<file path="src/rtl/pdt_pkg.sv">
package pdt_pkg;
  localparam int DATA_W = 32;
  localparam int CNT_W  = DATA_W;
  localparam int ADDR_W = 3;
  localparam int PRE_W  = 12;
  localparam int NSRC   = 3;
  localparam int SRC_W  = $clog2(NSRC + 1);

  // control bit positions
  localparam int B_EN     = 0;
  localparam int B_ENMOD  = 1;
  localparam int B_OCIEN  = 2;
  localparam int B_RLD    = 3;
  localparam int B_PRE_LO = 4;
  localparam int B_SWR    = 16;
  localparam int B_OVW    = 17;
  localparam int B_DBG    = 18;
  localparam int B_WAIT   = 19;
  localparam int B_DOZE   = 20;
  localparam int B_STOP   = 21;
  localparam int B_SRC_LO = 24;

  localparam logic [DATA_W-1:0] CTRL_MASK = 32'h03FF_FFFF;
  localparam logic [DATA_W-1:0] SWR_KEEP  =
    (32'd1 << B_EN) | (32'd1 << B_ENMOD) | (32'd1 << B_DBG) |
    (32'd1 << B_WAIT) | (32'd1 << B_DOZE) | (32'd1 << B_STOP) | (32'd1 << B_SWR);

  typedef enum logic [ADDR_W-1:0] {
    RA_CTRL = 3'd0,
    RA_STAT = 3'd1,
    RA_LOAD = 3'd2,
    RA_CMP  = 3'd3,
    RA_CNT  = 3'd4
  } reg_addr_e;
endpackage

</file>
<file path="src/rtl/pdt_regs.sv">
module pdt_regs
  import pdt_pkg::*;
#(
  parameter int CNT_W_P = CNT_W
) (
  input  logic                clk,
  input  logic                rst_n,
  input  logic                wr_en,
  input  logic [ADDR_W-1:0]   addr,
  input  logic [DATA_W-1:0]   wdata,
  input  logic                flag_set,
  output logic [DATA_W-1:0]   ctrl_q,
  output logic [CNT_W_P-1:0]  load_q,
  output logic [CNT_W_P-1:0]  cmp_q,
  output logic                flag_q,
  output logic                start_p,
  output logic [CNT_W_P-1:0]  start_val,
  output logic                swr_p,
  output logic                ovw_p
);
  logic ctrl_wr, stat_wr, load_wr, cmp_wr;

  assign ctrl_wr = wr_en && (addr == RA_CTRL);
  assign stat_wr = wr_en && (addr == RA_STAT);
  assign load_wr = wr_en && (addr == RA_LOAD);
  assign cmp_wr  = wr_en && (addr == RA_CMP);

  assign swr_p   = ctrl_wr && wdata[B_SWR];
  assign start_p = ctrl_wr && wdata[B_EN] && !ctrl_q[B_EN] && wdata[B_ENMOD];
  assign start_val = wdata[B_RLD] ? load_q : '1;
  assign ovw_p   = load_wr && ctrl_q[B_OVW];

  always_ff @(posedge clk or negedge rst_n) begin
    if (!rst_n) begin
      ctrl_q <= '0;
      load_q <= '1;
      cmp_q  <= '0;
      flag_q <= 1'b0;
    end else begin
      if (ctrl_wr) begin
        if (wdata[B_SWR]) ctrl_q <= wdata & SWR_KEEP;
        else              ctrl_q <= wdata & CTRL_MASK;
      end else begin
        ctrl_q[B_SWR] <= 1'b0;
      end

      if (swr_p) begin
        load_q <= '1;
        cmp_q  <= '0;
      end else begin
        if (load_wr) load_q <= wdata[CNT_W_P-1:0];
        if (cmp_wr)  cmp_q  <= wdata[CNT_W_P-1:0];
      end

      if (swr_p)                    flag_q <= 1'b0;
      else if (flag_set)            flag_q <= 1'b1;
      else if (stat_wr && wdata[0]) flag_q <= 1'b0;
    end
  end
endmodule

</file>
<file path="src/rtl/pdt_prescaler.sv">
module pdt_prescaler
  import pdt_pkg::*;
#(
  parameter int PRE_W_P = PRE_W,
  parameter int NSRC_P  = NSRC,
  parameter int SRC_W_P = SRC_W
) (
  input  logic               clk,
  input  logic               rst_n,
  input  logic               run,
  input  logic [SRC_W_P-1:0] src_sel,
  input  logic [PRE_W_P-1:0] pre_div,
  input  logic [NSRC_P-1:0]  src_tick,
  output logic               step
);
  logic               sel_tick;
  logic [PRE_W_P-1:0] pcnt;
  logic               wrap;

  always_comb begin
    sel_tick = 1'b0;
    for (int i = 0; i < NSRC_P; i++) begin
      if (src_sel == SRC_W_P'(i + 1)) sel_tick = src_tick[i];
    end
  end

  assign wrap = (pcnt >= pre_div);
  assign step = run && sel_tick && wrap;

  always_ff @(posedge clk or negedge rst_n) begin
    if (!rst_n)        pcnt <= '0;
    else if (!run)     pcnt <= '0;
    else if (sel_tick) pcnt <= wrap ? '0 : pcnt + 1'b1;
  end
endmodule

</file>
<file path="src/rtl/pdt_counter.sv">
module pdt_counter
  import pdt_pkg::*;
#(
  parameter int CNT_W_P = CNT_W
) (
  input  logic               clk,
  input  logic               rst_n,
  input  logic               clr,
  input  logic               ovw,
  input  logic [CNT_W_P-1:0] ovw_val,
  input  logic               start,
  input  logic [CNT_W_P-1:0] start_val,
  input  logic               step,
  input  logic               rld,
  input  logic [CNT_W_P-1:0] load_val,
  input  logic [CNT_W_P-1:0] cmp_val,
  input  logic               cmp_arm,
  output logic [CNT_W_P-1:0] cnt_q,
  output logic               hit
);
  logic [CNT_W_P-1:0] nxt;
  logic               upd;

  always_comb begin
    nxt = cnt_q;
    upd = 1'b0;
    if (clr) begin
      nxt = '0;
    end else if (ovw) begin
      nxt = ovw_val;
      upd = 1'b1;
    end else if (start) begin
      nxt = start_val;
    end else if (step) begin
      upd = 1'b1;
      if (cnt_q == '0) nxt = rld ? load_val : '1;
      else             nxt = cnt_q - 1'b1;
    end
  end

  assign hit = upd && cmp_arm && (nxt == cmp_val);

  always_ff @(posedge clk or negedge rst_n) begin
    if (!rst_n) cnt_q <= '0;
    else        cnt_q <= nxt;
  end
endmodule

</file>
<file path="src/rtl/pdt_timer.sv">
module pdt_timer
  import pdt_pkg::*;
(
  input  logic              clk,
  input  logic              rst_n,
  input  logic              wr_en,
  input  logic [2:0]        addr,
  input  logic [31:0]       wdata,
  output logic [31:0]       rdata,
  input  logic [2:0]        src_tick,
  output logic              irq
);
  logic [DATA_W-1:0] ctrl_q;
  logic [CNT_W-1:0]  load_q, cmp_q, cnt_q, start_val;
  logic              flag_q, flag_set, start_p, swr_p, ovw_p, step;

  pdt_regs #(.CNT_W_P(CNT_W)) u_regs (
    .clk(clk), .rst_n(rst_n), .wr_en(wr_en), .addr(addr), .wdata(wdata),
    .flag_set(flag_set), .ctrl_q(ctrl_q), .load_q(load_q), .cmp_q(cmp_q),
    .flag_q(flag_q), .start_p(start_p), .start_val(start_val),
    .swr_p(swr_p), .ovw_p(ovw_p)
  );

  pdt_prescaler #(.PRE_W_P(PRE_W), .NSRC_P(NSRC), .SRC_W_P(SRC_W)) u_pre (
    .clk(clk), .rst_n(rst_n), .run(ctrl_q[B_EN]),
    .src_sel(ctrl_q[B_SRC_LO +: SRC_W]), .pre_div(ctrl_q[B_PRE_LO +: PRE_W]),
    .src_tick(src_tick), .step(step)
  );

  pdt_counter #(.CNT_W_P(CNT_W)) u_cnt (
    .clk(clk), .rst_n(rst_n), .clr(swr_p),
    .ovw(ovw_p), .ovw_val(wdata[CNT_W-1:0]),
    .start(start_p), .start_val(start_val),
    .step(step), .rld(ctrl_q[B_RLD]), .load_val(load_q),
    .cmp_val(cmp_q), .cmp_arm(ctrl_q[B_EN] && ctrl_q[B_OCIEN]),
    .cnt_q(cnt_q), .hit(flag_set)
  );

  always_comb begin
    case (addr)
      RA_CTRL: rdata = ctrl_q;
      RA_STAT: rdata = {{(DATA_W-1){1'b0}}, flag_q};
      RA_LOAD: rdata = load_q;
      RA_CMP:  rdata = cmp_q;
      RA_CNT:  rdata = cnt_q;
      default: rdata = '0;
    endcase
  end

  assign irq = flag_q && ctrl_q[B_OCIEN] && ctrl_q[B_EN];
endmodule

</file>
<file path="config.mk">
export PLATFORM = sky130hd
export DESIGN_NAME = pdt_timer
export DESIGN_NICKNAME = d
export VERILOG_FILES = /design/src/rtl/pdt_pkg.sv /design/src/rtl/pdt_regs.sv /design/src/rtl/pdt_prescaler.sv /design/src/rtl/pdt_counter.sv /design/src/rtl/pdt_timer.sv
export SDC_FILE = /design/constraint.sdc
export NUM_CORES = 1
export LEC_CHECK = 0
export BUFFER_PORTS_ARGS = -buffer_cell sky130_fd_sc_hd__buf_4
export CAP_MARGIN = 20
export CORE_UTILIZATION = 40
export DETAILED_ROUTE_END_ITERATION = 8
export PLACE_DENSITY = 0.6
export SLEW_MARGIN = 30
export SYNTH_ARGS = -nofsm -noshare
export SYNTH_HDL_FRONTEND = slang
export SYNTH_SLANG_ARGS = --single-unit
</file>
<file path="constraint.sdc">
create_clock -name clk -period 2.95 [get_ports clk]
set_input_delay 0.4425 -clock clk [delete_from_list [all_inputs] [get_ports clk]]
set_output_delay 0.4425 -clock clk [all_outputs]
set_load 0.05 [all_outputs]
</file>
# Yosys cells after proc, flatten, opt, wreduce, memory -nomap -nowiden

Index checks and enable logic that the tools add are counted.

Flip-flop bits (word level): 141
Output and inout bits: 33
Logic and storage cells: 69
Input port bits: 41

Mux-type cells: 27
Add/subtract/negate cells: 2
Reduce and logical (&&, ||, !) cells: 23
Eq/ne operators: 9
$lt $le $gt $ge: 1

Operators by type and width:

| kind                                                | count |
|---|---|
| two-way mux 32 bit                                  | 11 |
| one-hot mux 32 bit (5 select lines)                 | 1 |
| two-way mux 12 bit                                  | 3 |
| equality test 32 bit                                | 1 |
| zero test 32 bit                                    | 1 |
| subtractor 32 x 1 -> 32 bit, second input constant  | 1 |
| two-way mux 26 bit                                  | 1 |
| logical AND 1 bit                                   | 17 |
| adder 12 x 1 -> 12 bit, second input constant       | 1 |
| >= comparator 12 bit                                | 1 |
| two-way mux 1 bit                                   | 11 |
| equality test 3 x 2 -> 1 bit, second input constant | 2 |
| equality test 2 bit, second input constant          | 2 |
| nonzero test 2 bit                                  | 2 |
| equality test 3 x 1 -> 1 bit, second input constant | 1 |
| equality test 3 bit, second input constant          | 1 |
| zero test 3 bit                                     | 1 |
| nonzero test 3 bit                                  | 1 |
| equality test 2 x 1 -> 1 bit, second input constant | 1 |
| != test 2 x 1 -> 1 bit, second input constant       | 1 |
| zero test 1 bit                                     | 1 |

# Longest topological paths before layout

Word-level depth: 14
Depth in mapped cells: 15
Mapped depth without buffers: 12

# By module

From an unflattened synthesis, not the netlist that was laid out.

Cells, all modules: 1346
Area, all modules: 10722.8 um^2

By module, submodules not included:

| module        | seq. area each (um^2) | cells each | area each (um^2) | instances |
|---|---|---|---|---|
| pdt_counter   | 800.8                 | 623        | 4545.6           | 1 |
| pdt_regs      | 2317.2                | 443        | 4010.1           | 1 |
| pdt_timer     | 0.0                   | 152        | 1099.8           | 1 |
| pdt_prescaler | 300.3                 | 128        | 1067.3           | 1 |

# Worst setup path before layout

OpenSTA, ideal clock, no wires.

Path type: input -> register
Start: in addr[1]
End: reg u_regs.flag_q
Path buffers: 3
Setup time: 0.095 ns
Arrival time: 3.177 ns
Stages: 11
Path slack: -0.323 ns
Data required time: 2.855 ns
Cells stage by stage: buf_2 or4b_1 buf_2 or2_2 clkbuf_1 a311o_1 o22ai_1 mux2_1 a2111oi_2 o2111ai_1 o31ai_1

Cells in the longest elaborated chain, start to end: 12
Elaborated cells on any way between the ends: 24
Those cells by class: 3 x eq/ne; 8 x mux; 13 x reduce/logical

RTL lines:

| item                                                             | RTL line          | RTL |
|---|---|---|
| from (decl)                                                      | pdt_timer.sv:7    | `input logic [2:0] addr,` |
| zero test 3 bit                                                  | pdt_regs.sv:23    | `assign ctrl_wr = wr_en && (addr == RA_CTRL);` |
| logical AND 1 bit                                                | pdt_regs.sv:23    |  |
| logical AND 1 bit (3 in a row)                                   | pdt_regs.sv:29    | `assign start_p = ctrl_wr && wdata[B_EN] && !ctrl_q[B_EN] && wdata[B_ENMOD];` |
| two-way mux 32 bit / two-way mux 1 bit (equally long branches)   | pdt_counter.sv:32 | `end else if (start) begin` |
| two-way mux 32 bit / two-way mux 1 bit (equally long branches)   | pdt_counter.sv:29 | `end else if (ovw) begin` |
| two-way mux 32 bit / two-way mux 1 bit (equally long branches)   | pdt_counter.sv:27 | `if (clr) begin` |
| equality test 32 bit / logical AND 1 bit (equally long branches) | pdt_counter.sv:41 | `assign hit = upd && cmp_arm && (nxt == cmp_val);` |
| logical AND 1 bit                                                | pdt_counter.sv:41 |  |
| two-way mux 1 bit                                                | pdt_regs.sv:56    | `else if (flag_set) flag_q <= 1'b1;` |
| two-way mux 1 bit                                                | pdt_regs.sv:55    | `if (swr_p) flag_q <= 1'b0;` |
| to (signal assigned)                                             | pdt_regs.sv:55    |  |
| to (signal assigned)                                             | pdt_regs.sv:56    |  |
| to (signal assigned)                                             | pdt_regs.sv:57    | `else if (stat_wr && wdata[0]) flag_q <= 1'b0;` |
| to (decl)                                                        | pdt_regs.sv:15    | `output logic flag_q,` |

Several ways; a longest one is shown, not always the timed one.
A chain may end at the register's enable or synchronous reset.

# Worst setup path in the final report

Start: reg u_cnt.cnt_q[22]
End: reg u_regs.flag_q

Cells in the longest elaborated chain, start to end: 10
Elaborated cells on any way between the ends: 12
Those cells by class: 1 x add/sub; 1 x eq/ne; 7 x mux; 3 x reduce/logical

RTL lines:

| item                                                                   | RTL line                             | RTL |
|---|---|---|
| from (decl)                                                            | pdt_counter.sv:18                    | `output logic [CNT_W_P-1:0] cnt_q,` |
| from (signal assigned)                                                 | pdt_counter.sv:45                    | `else cnt_q <= nxt;` |
| subtractor 32 x 1 -> 32 bit / zero test 32 bit (equally long branches) | pdt_counter.sv:37, pdt_counter.sv:36 |  |
| two-way mux 32 bit                                                     | pdt_counter.sv:36                    | `if (cnt_q == '0) nxt = rld ? load_val : '1;` |
| two-way mux 32 bit (*)                                                 | pdt_counter.sv:34                    | `end else if (step) begin` |
| two-way mux 32 bit (*)                                                 | pdt_counter.sv:32                    |  |
| two-way mux 32 bit (*)                                                 | pdt_counter.sv:29                    |  |
| two-way mux 32 bit (*)                                                 | pdt_counter.sv:27                    |  |
| equality test 32 bit (*)                                               | pdt_counter.sv:41                    |  |
| logical AND 1 bit (*)                                                  | pdt_counter.sv:41                    |  |
| two-way mux 1 bit                                                      | pdt_regs.sv:56                       |  |
| two-way mux 1 bit                                                      | pdt_regs.sv:55                       |  |

Every way passes the cells marked *; elsewhere a longest branch is shown, timed or not.

==> impl_results.html <==
<table>
<tr><th>Metric</th><th>Value</th></tr>
<tr><th colspan="2">STA</th></tr>
<tr><td>Transition time of the tightest slew-check pin</td><td>between 700 and 800 ps</td></tr>
<tr><td>Count of pins over their slew limit</td><td>0</td></tr>
<tr><td>RSZ-0062 raised after global routing</td><td>true</td></tr>
<tr><td>Fraction of the cycle the final worst path needs</td><td>118%</td></tr>
<tr><td>Worst clock skew</td><td>approximately 17 ps</td></tr>
<tr><td>Final sum of negative setup slack</td><td>-581 ps</td></tr>
<tr><td>Final critical delay including setup and external delays</td><td>roughly 3500 ps</td></tr>
<tr><td>Endpoints failing setup</td><td>2</td></tr>
<tr><td>Total count of hold-check failures in the final report</td><td>0</td></tr>
<tr><td>Max Fclk</td><td>roughly 0.29 GHz</td></tr>
<tr><td>Relative slew slack</td><td>between 50% and 60%</td></tr>
<tr><td>Final WS setup</td><td>-525 ps</td></tr>
<tr><th colspan="2">Pwr</th></tr>
<tr><td>P per Cell Area</td><td>691 nW/um^2</td></tr>
<tr><td>Sequential power share</td><td>roughly 29%</td></tr>
<tr><td>Leakage power summed over all cells</td><td>6.34 nW</td></tr>
<tr><td>Maximum resistive drop on vdd</td><td>between 0.4 and 0.5 mV</td></tr>
<tr><td>Psw</td><td>~0.0039 W</td></tr>
<tr><td>Comb power frac</td><td>a little under half</td></tr>
<tr><td>Internal power</td><td>0.00561 W</td></tr>
<tr><td>Power Total</td><td>between 0.009 and 0.01 W</td></tr>
<tr><td>Share of total power in the clock network</td><td>between 20% and 30%</td></tr>
<tr><td>Fraction of power spent switching nets</td><td>40.8%</td></tr>
<tr><th colspan="2">Clocking</th></tr>
<tr><td>Clock-pin slew on the worst setup and hold paths</td><td>~70 ps</td></tr>
<tr><td>Insertion delay to the later sink of the worst-skew pair</td><td>440 ps</td></tr>
<tr><td>Root cell of the clock tree</td><td>clkbuf_16</td></tr>
<tr><td>Number of buffers inserted during clock tree synthesis</td><td>17</td></tr>
<tr><td>Count of H-tree levels built during CTS</td><td>4</td></tr>
<tr><td>Clock Path Buffers</td><td>2</td></tr>
<tr><td>Clock net sink count</td><td>135</td></tr>
<tr><td>Clock tree from TritonCTS</td><td>built</td></tr>
<tr><th colspan="2">Run status</th></tr>
<tr><td>Run status</td><td>complete, but fails checks</td></tr>
<tr><td>Violations in the final reports</td><td>setup timing</td></tr>
<tr><th colspan="2">Worst setup path</th></tr>
<tr><td>Max FO, Critical Path</td><td>4</td></tr>
<tr><td>Worst setup endpoint</td><td>u_regs.flag_q$_DFFE_PN0P_</td></tr>
<tr><td>Max stage delay on crit path</td><td>610 ps</td></tr>
<tr><td>Total buffers and inverters traversed by the critical path</td><td>2</td></tr>
<tr><td>Family with the most delay on the worst path</td><td>compound AO/OA/AOI/OAI gates</td></tr>
<tr><td>Type of destination of the critical path</td><td>register</td></tr>
<tr><td>List of cells traversed by the critical path</td><td>or4_4 &gt; nor4_4 &gt; buf_4 &gt; buf_4 &gt; nand3_1 &gt; xor2_1 &gt; a211oi_2 &gt; a211oi_2 &gt; o31a_1 &gt; a2111oi_4 &gt; o2111ai_2 &gt; o31ai_2</td></tr>
<tr><td>Worst path slowest cell</td><td>or4_4</td></tr>
<tr><td>Cell depth of the worst setup path</td><td>12</td></tr>
<tr><td>Worst R2R Setup Slack</td><td>-530 ps</td></tr>
<tr><td>Required time at the worst-slack endpoint</td><td>3290 ps</td></tr>
<tr><td>End of the worst register-to-register path</td><td>u_regs.flag_q$_DFFE_PN0P_</td></tr>
<tr><td>Startpoint kind of the worst setup timing path</td><td>register</td></tr>
<tr><td>Arrival time worst endpoint</td><td>3810 ps</td></tr>
<tr><td>Startpoint of the lowest-slack register-to-register path</td><td>u_cnt.cnt_q[22]$_DFF_PN0_</td></tr>
<tr><td>Critical path origin</td><td>u_cnt.cnt_q[22]$_DFF_PN0_</td></tr>
<tr><td>Depth of the most critical reg-to-reg path</td><td>12</td></tr>
<tr><td>Crit Path Class</td><td>register to register</td></tr>
<tr><th colspan="2">Layout</th></tr>
<tr><td>Area added between synthesis and finish</td><td>46.9%</td></tr>
<tr><td>Proportion of layout cells with a drive suffix above 1</td><td>about two fifths</td></tr>
<tr><td>Number of inserted diodes</td><td>0</td></tr>
<tr><td># nets final</td><td>about 1600</td></tr>
<tr><td>Final core area utilization</td><td>around three fifths</td></tr>
<tr><th colspan="2">Hold path</th></tr>
<tr><td>Path class of the lowest-slack min-delay path</td><td>input pin to register</td></tr>
<tr><th colspan="2">Run</th></tr>
<tr><td>Maxcap violations</td><td>0</td></tr>
<tr><th colspan="2">Synthesis</th></tr>
<tr><td>Yosys reg bits</td><td>between 100 and 150</td></tr>
<tr><td>Proportion of synthesized flip-flops having asynchronous set or reset</td><td>100%</td></tr>
<tr><td>Area share of the largest cell type after synthesis</td><td>around 28%</td></tr>
<tr><td>Most area-hungry cell type in the Yosys netlist</td><td>dfrtp_1</td></tr>
<tr><td>Synthesis warning total</td><td>0</td></tr>
<tr><td>Library cell with the highest instance count after synthesis</td><td>nand2_1</td></tr>
<tr><td>Ys flop type</td><td>dfrtp_1</td></tr>
<tr><td>Synthesized area per cell</td><td>between 7 and 8 sq um</td></tr>
<tr><td>Synth Net Count</td><td>roughly 1200</td></tr>
<tr><td>Area of the mapped netlist</td><td>~9300 sq um</td></tr>
<tr><td>Unique masters post-synth</td><td>88</td></tr>
<tr><td>Number of enable flip-flop cells after synthesis</td><td>0</td></tr>
<tr><td>Most numerous cell types in the synthesized netlist</td><td>nand2_1 (254), dfrtp_1 (103), a21oi_1 (83), nor2_1 (74), o21ai_0 (71)</td></tr>
<tr><td>Number of instances in the synthesized netlist</td><td>1186</td></tr>
<tr><td>Largest cells by area after synthesis</td><td>dfrtp_1 (28%), nand2_1 (10%), dfstp_2 (9.0%)</td></tr>
<tr><td>Register area share after synthesis</td><td>between 30% and 40%</td></tr>
<tr><th colspan="2">Global routing</th></tr>
<tr><td>Via count of the first global-routing pass</td><td>~11000</td></tr>
<tr><td>GRT Total Usage</td><td>between 40% and 50%</td></tr>
<tr><td>Maximum number of pins on one net before global-route repair</td><td>62</td></tr>
<tr><td>Global route total overflow</td><td>0</td></tr>
<tr><td>Antenna violations before repair</td><td>0</td></tr>
<tr><td>Wire length of the first global-routing pass</td><td>~72000 um</td></tr>
<tr><th colspan="2">Placed design</th></tr>
<tr><td>IO Port Bufs</td><td>73</td></tr>
<tr><td>Worst slack, placed</td><td>-731 ps</td></tr>
<tr><td>Hpwl dp</td><td>around 37000 um</td></tr>
<tr><td>Final Wtd Congestion</td><td>roughly 1.0</td></tr>
<tr><th colspan="2">Die</th></tr>
<tr><td>Effective utilization at floorplan</td><td>between 40% and 50%</td></tr>
<tr><td>DIE AREA</td><td>around 24000 sq um</td></tr>
<tr><td>Die height</td><td>between 150 and 200 um</td></tr>
<tr><td>Placeable core region</td><td>22800 sq um</td></tr>
<tr><td>I/O pin count</td><td>74</td></tr>
<tr><td>Count of standard-cell rows</td><td>between 50 and 60</td></tr>
<tr><td>Width of the chip</td><td>between 150 and 200 um</td></tr>
<tr><th colspan="2">Route</th></tr>
<tr><td>DR pass1 iterations</td><td>6</td></tr>
<tr><td>Number of nets with antenna violations after routing</td><td>0</td></tr>
<tr><td>Routed via count</td><td>11400</td></tr>
<tr><td>Initial drt markers</td><td>around 1400</td></tr>
<tr><td>Drt total wl</td><td>around 49000 um</td></tr>
<tr><td>Count of unresolved DRC violations after routing</td><td>0</td></tr>
<tr><td>Mean number of vias per cell</td><td>a little over 6</td></tr>
<tr><td>Average wire per standard cell</td><td>around 26 um</td></tr>
</table>
-- state kept, by name, summed over array words and instances (netlist names) --
signal         count
u_pre.pcnt        12
u_regs.ctrl_q     26
u_regs.flag_q      1
u_regs.cmp_q      32
u_cnt.cnt_q       32
u_regs.load_q     32
-- power by group through the flow --
stage | logic [W] | clock network (W) | registers, W
6_report | 0.00445 | 0.00227 | 0.00275
5_1_grt | 0.00469 | 0.00235 | 0.00278
4_1_cts | 0.00418 | 0.00229 | 0.00273
3_5_place_dp | 0.00388 | 0 | 0.00274
3_3_place_gp | 0.00387 | 0 | 0.00274
2_1_floorplan | 0.00188 | 0 | 0.00259
-- cells in the final DEF, fill, tap and decap left out, types with 8 or more instances in the layout --
| cell type | n |
|---|---|
| ha_1 | 15 |
| a21oi_1 | 77 |
| clkbuf_16 | 17 |
| a31oi_1 | 9 |
| buf_4 | 395 |
| o221ai_1 | 11 |
| nand4_1 | 16 |
| a31o_2 | 10 |
| o22ai_1 | 10 |
| buf_12 | 9 |
| a211oi_2 | 10 |
| dfrtp_1 | 102 |
| inv_1 | 38 |
| nor2_1 | 73 |
| o21ai_0 | 63 |
| nor3_1 | 20 |
| or4_4 | 8 |
| a22oi_1 | 58 |
| xor2_1 | 15 |
| buf_6 | 12 |
| dfstp_2 | 32 |
| nand3_1 | 42 |
| o211ai_1 | 17 |
| and3_1 | 11 |
| nor4_1 | 10 |
| nand2_1 | 253 |
-- worst min-delay path by stage --
stage	from	end	slack (ps)	cells past startpoint
2_1_floorplan	rst_n	u_cnt.cnt_q[0]$_DFF_PN0_	150	0
3_3_place_gp	rst_n	u_regs.cmp_q[26]$_DFFE_PN0P_	340	1
3_5_place_dp	rst_n	u_regs.cmp_q[26]$_DFFE_PN0P_	340	1
4_1_cts	wdata[18]	u_regs.ctrl_q[18]$_DFFE_PN0P_	250	3
5_1_grt	wdata[20]	u_regs.ctrl_q[20]$_DFFE_PN0P_	260	3
6_report	wdata[18]	u_regs.ctrl_q[18]$_DFFE_PN0P_	250	3
-- per-layer routing --
layer  global-route usage [%]  wire, um
met4                     15.7      1980
met5                        0         0
met2                     61.9     21000
met3                     8.77      4710
met1                     58.8     21300
-- stage by stage --
step                hold WS, ps  std cells  area (sq um)
floorplan                   147       1186          9350
global placement            336       1800         12400
detailed placement          338       1801         12400
CTS                         248       1849         13500
global route                262       1859         13700
finish                      250       1859         13700
-- cell families (layout without fill, tap and decap cells) --
kind of cell | count (synthesis) | after routing | share of synthesized area (%)
muxes | 10 | 10 | 1.23
AOI/OAI and AO/OA | 366 | 366 | 26.4
adders and majority gates | 15 | 15 | 2.01
xor gates and xnor gates | 19 | 19 | 1.78
buffers and inverters | 132 | 492 | 5.82
DFF | 135 | 135 | 36.6
and+or+nand+nor | 509 | 509 | 26.1
-- cell type report --
class	count	area, sq um
timing repair buffer	419	3320
clock inverter	14	161
clock buffer	18	439
inverter	41	154
fill	2138	9070
sequential	135	3420
tap	313	392
multi-input combinational	919	5820
-- worst reg2reg max path, cell delays in order (launching register included) --
cell	delay (ps)
dfrtp_1	390
or4_4	610
nor4_4	330
buf_4	170
buf_4	110
nand3_1	90
xor2_1	170
a211oi_2	260
a211oi_2	90
o31a_1	360
a2111oi_4	370
o2111ai_2	170
o31ai_2	260
-- what timing repair did --
item | 4_1_cts | 5_1_grt
setup endpoints to repair | 8 | 8
pin swaps | 26 | 31
setup buffers | 14 | 11
endpoints found under the hold margin | 17 | 0
gates resized for setup | 68 | 28
gates cloned | 1 | 0
hold buffers | 1 | 0
Power figures use the tool's default switching activity.
